<file path="src/rtl/mapper_pkg.sv">
`timescale 1ns/1ps
package mapper_pkg;

    localparam int NUM_WIN    = 4;
    localparam int SEL_W      = $clog2(NUM_WIN);
    localparam int OFS_W      = 13;
    localparam int BLK_W      = 7;
    localparam logic [BLK_W-1:0] CTRL_BLOCK = 7'h7F;
    localparam logic [7:0]  IDLE_BYTE  = 8'hFF;
    localparam logic [15:0] SPAN_LO    = 16'h4000;
    localparam logic [15:0] SPAN_HI    = 16'hC000;
    localparam logic [2:0]  BANK_PAGE  = 3'b011;

    typedef struct packed {
        logic             wr_en;
        logic [BLK_W-1:0] block;
    } bank_t;

    typedef enum logic [1:0] {
        TGT_NONE = 2'd0,
        TGT_SRAM = 2'd1,
        TGT_CTRL = 2'd2
    } target_e;

    function automatic logic in_span(input logic [15:0] a);
        return (a >= SPAN_LO) && (a < SPAN_HI);
    endfunction

    function automatic logic [SEL_W-1:0] win_of(input logic [15:0] a);
        logic [2:0] page;
        page = a[15:13] - 3'd2;
        return page[SEL_W-1:0];
    endfunction

    function automatic logic is_bank_page(input logic [15:0] a);
        return a[15:13] == BANK_PAGE;
    endfunction

    // turn a written byte into the stored window state
    function automatic bank_t decode_bank(input logic [7:0] v,
                                          input logic [BLK_W-1:0] mask);
        bank_t b;
        b.wr_en = v[7];
        if (v[7:6] == 2'b01)
            b.block = CTRL_BLOCK;
        else
            b.block = v[BLK_W-1:0] & mask;
        return b;
    endfunction

endpackage

</file>
<file path="src/rtl/mapper_bank_regs.sv">
`timescale 1ns/1ps
module mapper_bank_regs
    import mapper_pkg::*;
#(
    parameter int N_WIN = NUM_WIN
) (
    input  logic                  clk,
    input  logic                  rst,
    input  logic                  ld,
    input  logic [SEL_W-1:0]      ld_sel,
    input  logic [7:0]            ld_val,
    input  logic [BLK_W-1:0]      blk_mask,
    output bank_t                 banks [N_WIN]
);

    logic [N_WIN-1:0] ld_hit;
    bank_t            ld_dec;

    assign ld_dec = decode_bank(ld_val, blk_mask);

    for (genvar w = 0; w < N_WIN; w++) begin : g_ld
        assign ld_hit[w] = ld && (ld_sel == SEL_W'(w));
    end

    // reset state is block 0, writes disabled
    always_ff @(posedge clk) begin
        if (rst) begin
            for (int w = 0; w < N_WIN; w++) begin
                banks[w] <= '0;
            end
        end else begin
            for (int w = 0; w < N_WIN; w++) begin
                if (ld_hit[w]) begin
                    banks[w] <= ld_dec;
                end
            end
        end
    end

endmodule

</file>
<file path="src/rtl/mapper_decode.sv">
`timescale 1ns/1ps
module mapper_decode
    import mapper_pkg::*;
#(
    parameter int N_WIN  = NUM_WIN,
    parameter int ADDR_W = 20
) (
    input  logic [15:0]        cpu_addr,
    input  logic               cpu_rd,
    input  logic               cpu_wr,
    input  bank_t              banks [N_WIN],
    output logic               bank_ld,
    output logic [SEL_W-1:0]   bank_sel,
    output target_e            target,
    output logic               sram_we,
    output logic               ctrl_cs,
    output logic [ADDR_W-1:0]  sram_addr,
    output logic [3:0]         reg_idx,
    output logic               dreg_sel
);

    localparam int BW = ADDR_W - OFS_W;

    logic             span;
    logic             bank_page;
    logic [SEL_W-1:0] win;
    bank_t            cur;
    logic             is_ctrl;
    logic [OFS_W-1:0] ofs;

    always_comb begin
        span      = in_span(cpu_addr);
        bank_page = is_bank_page(cpu_addr);
        win       = win_of(cpu_addr);
        cur       = banks[win];
        ofs       = cpu_addr[OFS_W-1:0];
        is_ctrl   = (cur.block == CTRL_BLOCK);

        // bank loads sit in window 1 and take every write there
        bank_ld   = cpu_wr && bank_page;
        bank_sel  = cpu_addr[12:11];

        if (!span)
            target = TGT_NONE;
        else if (is_ctrl)
            target = TGT_CTRL;
        else
            target = TGT_SRAM;


        sram_addr = {cur.block[BW-1:0], ofs};


        sram_we   = cpu_wr && !bank_page && (target == TGT_SRAM) && cur.wr_en;


        ctrl_cs   = (target == TGT_CTRL) && (cpu_rd || (cpu_wr && !bank_page));
        dreg_sel  = (ofs < 13'h1000);
        reg_idx   = ofs[3:0];
    end

endmodule

</file>
<file path="src/rtl/mapper_rdmux.sv">
`timescale 1ns/1ps
module mapper_rdmux
    import mapper_pkg::*;
(
    input  target_e      target,
    input  logic [7:0]   sram_rdata,
    input  logic [7:0]   ctrl_rdata,
    output logic [7:0]   cpu_rdata
);


    always_comb begin
        unique case (target)
            TGT_SRAM: cpu_rdata = sram_rdata;
            TGT_CTRL: cpu_rdata = ctrl_rdata;
            default:  cpu_rdata = IDLE_BYTE;
        endcase
    end

endmodule

</file>
<file path="src/rtl/banked_sram_mapper.sv">
`timescale 1ns/1ps
module banked_sram_mapper
    import mapper_pkg::*;
#(
    parameter int SRAM_KB = 1024
) (
    input  logic                       clk,
    input  logic                       rst,
    input  logic [15:0]                cpu_addr,
    input  logic [7:0]                 cpu_wdata,
    input  logic                       cpu_rd,
    input  logic                       cpu_wr,
    output logic [7:0]                 cpu_rdata,
    output logic [$clog2(SRAM_KB)+9:0] sram_addr,
    output logic [7:0]                 sram_wdata,
    output logic                       sram_we,
    input  logic [7:0]                 sram_rdata,
    output logic                       spc_rst,
    output logic                       spc_cs,
    output logic                       spc_we,
    output logic                       spc_dreg,
    output logic [3:0]                 spc_reg_idx,
    output logic [7:0]                 spc_wdata,
    input  logic [7:0]                 spc_rdata
);

    localparam int ADDR_W = $clog2(SRAM_KB) + 10;
    localparam int N_BLK  = SRAM_KB / 8;
    localparam logic [BLK_W-1:0] BLK_MASK = BLK_W'(N_BLK - 1);
    localparam bit SIZE_OK = (SRAM_KB == 128) || (SRAM_KB == 256) ||
                             (SRAM_KB == 512) || (SRAM_KB == 1024);

    // reject unsupported capacities at elaboration
    if (!SIZE_OK) begin : g_bad_size
        $error("banked_sram_mapper: SRAM_KB must be 128, 256, 512 or 1024");
    end

    bank_t            banks [NUM_WIN];
    logic             bank_ld;
    logic [SEL_W-1:0] bank_sel;
    target_e          target;
    logic             ctrl_cs;
    logic             dreg_sel;
    logic [3:0]       reg_idx;
    logic [ADDR_W-1:0] s_addr;
    logic             s_we;

    mapper_bank_regs #(
        .N_WIN    (NUM_WIN)
    ) u_banks (
        .clk      (clk),
        .rst      (rst),
        .ld       (bank_ld),
        .ld_sel   (bank_sel),
        .ld_val   (cpu_wdata),
        .blk_mask (BLK_MASK),
        .banks    (banks)
    );

    mapper_decode #(
        .N_WIN    (NUM_WIN),
        .ADDR_W   (ADDR_W)
    ) u_decode (
        .cpu_addr (cpu_addr),
        .cpu_rd   (cpu_rd),
        .cpu_wr   (cpu_wr),
        .banks    (banks),
        .bank_ld  (bank_ld),
        .bank_sel (bank_sel),
        .target   (target),
        .sram_we  (s_we),
        .ctrl_cs  (ctrl_cs),
        .sram_addr(s_addr),
        .reg_idx  (reg_idx),
        .dreg_sel (dreg_sel)
    );

    mapper_rdmux u_rdmux (
        .target     (target),
        .sram_rdata (sram_rdata),
        .ctrl_rdata (spc_rdata),
        .cpu_rdata  (cpu_rdata)
    );

    assign sram_addr   = s_addr;
    assign sram_we     = s_we;
    assign sram_wdata  = cpu_wdata;
    assign spc_rst     = rst;
    assign spc_cs      = ctrl_cs;
    assign spc_we      = cpu_wr;
    assign spc_dreg    = dreg_sel;
    assign spc_reg_idx = reg_idx;
    assign spc_wdata   = cpu_wdata;

endmodule

</file>
<file path="config.mk">
export PLATFORM = sky130hd
export DESIGN_NAME = banked_sram_mapper
export DESIGN_NICKNAME = d
export VERILOG_FILES = /design/src/rtl/mapper_pkg.sv /design/src/rtl/mapper_bank_regs.sv /design/src/rtl/mapper_decode.sv /design/src/rtl/mapper_rdmux.sv /design/src/rtl/banked_sram_mapper.sv
export SDC_FILE = /design/constraint.sdc
export NUM_CORES = 1
export LEC_CHECK = 0
export ABC_AREA = 1
export CAP_MARGIN = 10
export CORE_MARGIN = 2
export CORE_UTILIZATION = 40
export CTS_BUF_LIST = sky130_fd_sc_hd__clkbuf_8
export CTS_CLUSTER_DIAMETER = 50
export DETAILED_ROUTE_END_ITERATION = 10
export GPL_ROUTABILITY_DRIVEN = 0
export GPL_TIMING_DRIVEN = 0
export HOLD_SLACK_MARGIN = 0.05
export PLACE_DENSITY = 0.77
export SLEW_MARGIN = 20
export SYNTH_ARGS = -nofsm -noshare
export SYNTH_HDL_FRONTEND = slang
export SYNTH_SLANG_ARGS = --single-unit
</file>
<file path="constraint.sdc">
create_clock -name clk -period 3.2 [get_ports clk]
set_input_delay 0.96 -clock clk [delete_from_list [all_inputs] [get_ports clk]]
set_output_delay 0.96 -clock clk [all_outputs]
set_load 0.005 [all_outputs]
</file>
==> results of run 1 <==
timing repair:
item                                    4_1_cts  5_1_grt
endpoints found under the setup margin       19       14
gates resized for setup                      89       11
pin swaps                                    12       12
cloned                                        3        0
hold buffers                                  0        0
buffers inserted                             11        3
cell type report:
| cell class | count | area share [%] |
|---|---|---|
| Timing Repair Buffer | 99 | 26.9 |
| Tap cell | 70 | 2.51 |
| Buffer | 44 | 9.93 |
| Clock buffer | 6 | 2.37 |
| Sequential cell | 32 | 18.4 |
| Multi-Input combinational cell | 229 | 33.3 |
| Clock inverter | 2 | 0.215 |
| Inverter | 55 | 6.35 |
cells by family after synthesis:
kind of cell / count (synthesis)
flip-flops: 32
AO/OA/AOI/OAI: 35
AND/OR/NAND/NOR: 191
XOR/XNOR: 1
buffers and inverters: 99
layout by cell type (no fill, tap or decap):
cell,synthesis,routed
a21oi_1,32,32
buf_12,0,1
buf_2,4,7
buf_4,36,46
buf_6,1,9
buf_8,0,1
clkbuf_1,3,3
clkbuf_2,0,1
clkbuf_8,0,6
clkdlybuf4s15_1,0,3
clkdlybuf4s50_1,0,68
dfxtp_1,32,32
dlygate4sd2_1,0,2
dlymetal6s2s_1,0,2
inv_1,48,50
inv_12,0,1
inv_2,6,5
inv_4,1,1
nand2_1,141,131
nand2_2,1,8
nand2_4,1,5
nand3_1,31,27
nand3_2,1,3
nand3_4,0,2
nor2_1,10,6
nor2_2,0,2
nor2_4,1,4
nor3_4,5,5
o21ai_0,2,2
o22ai_1,1,1
xor2_4,0,1
final timing paths:
path                startpoint                 to  slack [ps]
max               cpu_addr[13]       cpu_rdata[2]         -70
max reg2reg  u_banks.banks[12]  u_banks.banks[12]        2570
min          u_banks.banks[28]  u_banks.banks[28]         460
min reg2reg  u_banks.banks[28]  u_banks.banks[28]         460
power by group:
part	switching [mW]	internal [mW]	total [mW]
sequential	0.00207	0.402	0.404
combinational	0.112	0.152	0.265
clock	0.143	0.169	0.312
metrics by stage:
step | setup TNS [ps] | utilization, % | cell area [µm²]
5_1_grt | -1010 | 67.0 | 3490
2_1_floorplan | 0 | - | 2190
3_3_place_gp | -9980 | 59.9 | 3120
3_5_place_dp | -9970 | 59.9 | 3120
4_1_cts | -53.8 | 66.0 | 3430
6_report | -146 | 67.0 | 3490
worst max-delay path, stage by stage:
cell and delay [ps]:
buf_12 110, inv_12 40, buf_8 120, buf_6 120
nand2_2 50, nand3_2 80, nand2_4 100, nand2_4 60
nor2_4 150, nand2_4 70, buf_6 120, buf_6 100
nand3_2 40, nand2_1 50, inv_1 40, buf_2 100
synth_stat cells, drive strengths merged:
cell type    n
dfxtp       32
o22ai        1
buf         41
nor2        11
nand2      143
xor2         1
nor3         5
o21ai        2
inv         55
nand3       32
clkbuf       3
a21oi       32
layer usage:
| layer | global-route usage, % | wire, µm |
|---|---|---|
| met5 | 0 | 0 |
| met4 | 6.49 | 95 |
| met3 | 4.77 | 444 |
| met2 | 37.1 | 3090 |
| met1 | 23.6 | 2590 |
==> metrics.cfg, run 1 <==
[global_routing]
grtUsageTotal_pct=20.4
antenna_found_initial=0
grt_pass1_vias=2288
grt_overflow=0
grt_pass1_wl_um=10000
grt_max_degree=11

[power_and_ir_drop]
p_total_uw=980
power_density_nw_per_um2=281
ir_drop_mv=0.279
p_leak_nw=1.60

[synthesis]
synth_top_family_by_area=simple AND/OR/NAND/NOR gates
synth_top_cell_area_share_pct=29.3
post_synth_fa_ha_maj_area_fraction_pct=0
synth.cell_area_um2=2190
ys_types=20
yosysTopAreaCell=dfxtp_1
seq_area_frac_synth_pct=29.3
synth_seq_cells=32
syn_area_per_cell_um2=6.12
synthTopCellsByArea=dfxtp_1, nand2_1, buf_4, inv_1, a21oi_1
synth_fp_nets=402
yosys.area_share.simple_pct=38.5
synthCells=358
synthMuxAreaShare_pct=0
synth_xor_area_share_pct=0.400
synth_compound_area_share_pct=8.06
synth_warnings=0

[worst_setup_path]
cp.required_ps=2240
setup.worst_path.class=in -> out
reg2reg_depth=2
cp.arrival_ps=2310
end_kind=output pin
start_kind=input pin
crit_fanout=7

[final_layout]
areaGrowthSynthToFinish_pct=59.4
largest-register=u_banks.banks
multi_input_area_um2=1160
seqCellArea_um2=641
final_nets=510
drive_gt1_share_pct=23.1
top_regs=u_banks.banks (32)
diodes=0
final_cell_count_no_fill=537
fillCellCount=472
largest_reg_flops=32

[route]
drt-pass1-iter-count=4
wire_per_inst_um=11.6
via_per_inst=4.57
routed_wl_um=6220
vias=2453
drtAntennaViolNets=0
dr.first_iter.drc_count=62
route.detailed.drc=0

[status]
violations=negative setup slack
status=complete, but fails checks

[placement]
io_buffer_count=84
dpl_worst_slack_ps=-834
hpwl_um=4460
dp.cells=512

[timing]
slew_headroom_pct=70.2
skew_ps=0
setup-violations-final=5
fin_ws_ps=-67.0
grt_setup_unrepaired=yes
min_period_over_period_pct=102
whs_ps=463
fmax_ghz=0.306
drv_slew=0
period_minus_slack_ps=3270
worst_slew_pin_slew_ps=447
hold_violations=0

[die]
die_x_um=78.0
die-area_um2=6080
num_rows=26
initial_utilization_pct=42.1
coreArea_um2=5200
ios=97
die_h_um=78.0

[clock_tree]
clockBufferDepth=2
cts_tree=built
cts_sinks=32
root_buffer=clkbuf_8
insertion_delay_ps=280
clkSlewWorstSetupHoldPaths_ps=60
numCtsBuffers=5
h-tree-depth=2

[hold_path]
hold_depth=2
min_path_type=reg -> reg

[run]
drv_cap=0

(Power assumes the default switching activity.)
==> run 2: changes to the inputs <==
--- a/config.mk
+++ b/config.mk
@@ -16,7 +16,7 @@
 export GPL_TIMING_DRIVEN = 0
 export HOLD_SLACK_MARGIN = 0.05
 export PLACE_DENSITY = 0.77
-export SLEW_MARGIN = 20
+export SLEW_MARGIN = 25
 export SYNTH_ARGS = -nofsm -noshare
 export SYNTH_HDL_FRONTEND = slang
 export SYNTH_SLANG_ARGS = --single-unit
==> results of run 2 <==
Final layout, timing and power as in run 1 (identical DEF).
==> run 3: changes to the inputs <==
--- a/config.mk
+++ b/config.mk
@@ -15,6 +15,7 @@
 export GPL_ROUTABILITY_DRIVEN = 0
 export GPL_TIMING_DRIVEN = 0
 export HOLD_SLACK_MARGIN = 0.05
+export MAX_ROUTING_LAYER = met4
 export PLACE_DENSITY = 0.77
 export SLEW_MARGIN = 25
 export SYNTH_ARGS = -nofsm -noshare
==> constraint.sdc (replaced) <==
create_clock -name clk -period 4 [get_ports clk]
set_input_delay 1.2 -clock clk [delete_from_list [all_inputs] [get_ports clk]]
set_output_delay 1.2 -clock clk [all_outputs]
set_load 0.005 [all_outputs]
==> run 3 against run 2 <==
Against the previous run: the flow now finishes without violations; global-route usage shrank 0.97 points; clock skew is the same; utilization shrank 2.3 points; sequential share of layout area grew 0.66 points; non-clock buffer count shrank 12; first-iteration DRC count grew 44%; setup slack gained 160 ps; hold slack lost 0.71 ps; sequential power shrank 20%; register-to-register slack gained 800 ps; highest routed layer unchanged.
==> metrics.cfg, run 3 (synthesis results as in run 1) <==
[timing]
hold_violations=0
drv_slew=0
fmax_ghz=0.256
min_period_over_period_pct=97.8
worst_slew_pin_slew_ps=449
skew_ps=0
setup-violations-final=0
tns_ps=0
whs_ps=462
period_minus_slack_ps=3910
slew_headroom_pct=70.1

[final_layout]
layout_commonest_cell=nand2_1
diodes=0
top_regs=u_banks.banks (32)
largest_reg_flops=32
drive_gt1_share_pct=17.8
final_nets=498
areaGrowthSynthToFinish_pct=53.8
post-route-util_pct=64.7
final_cell_mix=nand2_1, clkdlybuf4s50_1, inv_1
largest-register=u_banks.banks
design_area_um2=3370

[clock_tree]
h-tree-depth=2
clockBufferDepth=2
clkSlewWorstSetupHoldPaths_ps=60
numCtsBuffers=5
insertion_delay_ps=280
cts_tree=built
root_buffer=clkbuf_8
cts_sinks=32

[route]
routed_wl_um=5930
dr.first_iter.drc_count=89
wire_per_inst_um=11.3
route.detailed.drc=0
vias=2374
via_per_inst=4.52
drt-pass1-iter-count=4
drtAntennaViolNets=0

[die]
die-area_um2=6080
initial_utilization_pct=42.1
ios=97
die_h_um=78.0
coreArea_um2=5200
num_rows=26
die_x_um=78.0

[worst_setup_path]
setup.worst_path.class=in -> out
start_kind=input pin
cp.required_ps=2800
crit_fanout=10
cp.arrival_ps=2710
end_kind=output pin

[power_and_ir_drop]
ir_drop_mv=0.222
p_leak_nw=1.56
power_density_nw_per_um2=230

[global_routing]
grt_pass1_vias=2125
grt_pass1_wl_um=9350
grt_overflow=0
antenna_found_initial=0
grtUsageTotal_pct=19.5
grt_max_degree=11

[placement]
post_dp_cell_area_um2=3120
io_buffer_count=84
hpwl_um=4460

[hold_path]
min_path_type=reg -> reg

[run]
drv_cap=0

[status]
status=completed

run 3: cell types whose count changed in the layout (fill, tap and decap cells not counted), sizes merged:
cell / change
buf: -19
clkbuf: -1
dlymetal6s2s: +7
dlygate4sd2: -1
clkdlybuf4s15: -3
clkdlybuf4s50: +5
run 3: area by class of cell:
| class | count | area [µm²] |
|---|---|---|
| Buffer | 44 | 342 |
| Clock buffer | 6 | 82.6 |
| Sequential cell | 32 | 641 |
| Multi-Input combinational cell | 229 | 1110 |
| Clock inverter | 2 | 7.51 |
| Inverter | 55 | 216 |
| Fill cell | 501 | 1840 |
| Timing Repair Buffer | 87 | 883 |
| Tap cell | 70 | 87.6 |
run 3: power breakdown:
| group | leakage [nW] | total (mW) | switching (mW) | internal, mW |
|---|---|---|---|---|
| clock | 0.0538 | 0.249 | 0.114 | 0.135 |
| sequential | 0.258 | 0.323 | 0.00165 | 0.321 |
| combinational | 1.25 | 0.202 | 0.0828 | 0.120 |
run 3: path summary, 6_finish.rpt:
check / from / end / slack, ps / depth (start not counted)
hold reg to reg: u_banks.banks[28] / u_banks.banks[28] / 460 / 2
hold / removal: u_banks.banks[28] / u_banks.banks[28] / 460 / 2
setup reg to reg: u_banks.banks[14] / u_banks.banks[14] / 3370 / 2
setup / recovery: cpu_addr[13] / cpu_rdata[7] / 90 / 13
run 3: timing repair:
action                     in CTS  in global routing
resized for setup              25                 22
pin swaps                       1                  5
setup endpoints to repair      12                  9
hold buffers                    0                  0
cloned                          2                  1
setup buffers                   0                  2
run 3: through the flow:
stage / cells / setup slack (ps) / power (mW)
5_1_grt: 525 / -13.7 / 0.810
3_5_place_dp: 512 / -514 / 0.524
4_1_cts: 522 / 1.99 / 0.776
3_3_place_gp: 512 / -521 / 0.521
6_report: 525 / 88.6 / 0.774
2_1_floorplan: 358 / 580 / 0.418
run 3: worst max-delay path, stage by stage:
cell and delay, ps:
buf_8 110, inv_8 50, buf_8 130, nand2_1 60, nand3_1 70, nand2_2 100, nand2_2 70, nor2_4 160
nand2_4 90, nand3_1 70, nand2_1 50, inv_1 40, clkdlybuf4s50_1 490
run 3: layer usage:
metal,global-route usage [%],routed length (µm)
met4,5.79,102
met2,32.9,2860
met3,4.42,447
met1,23.2,2520
met5,-,0
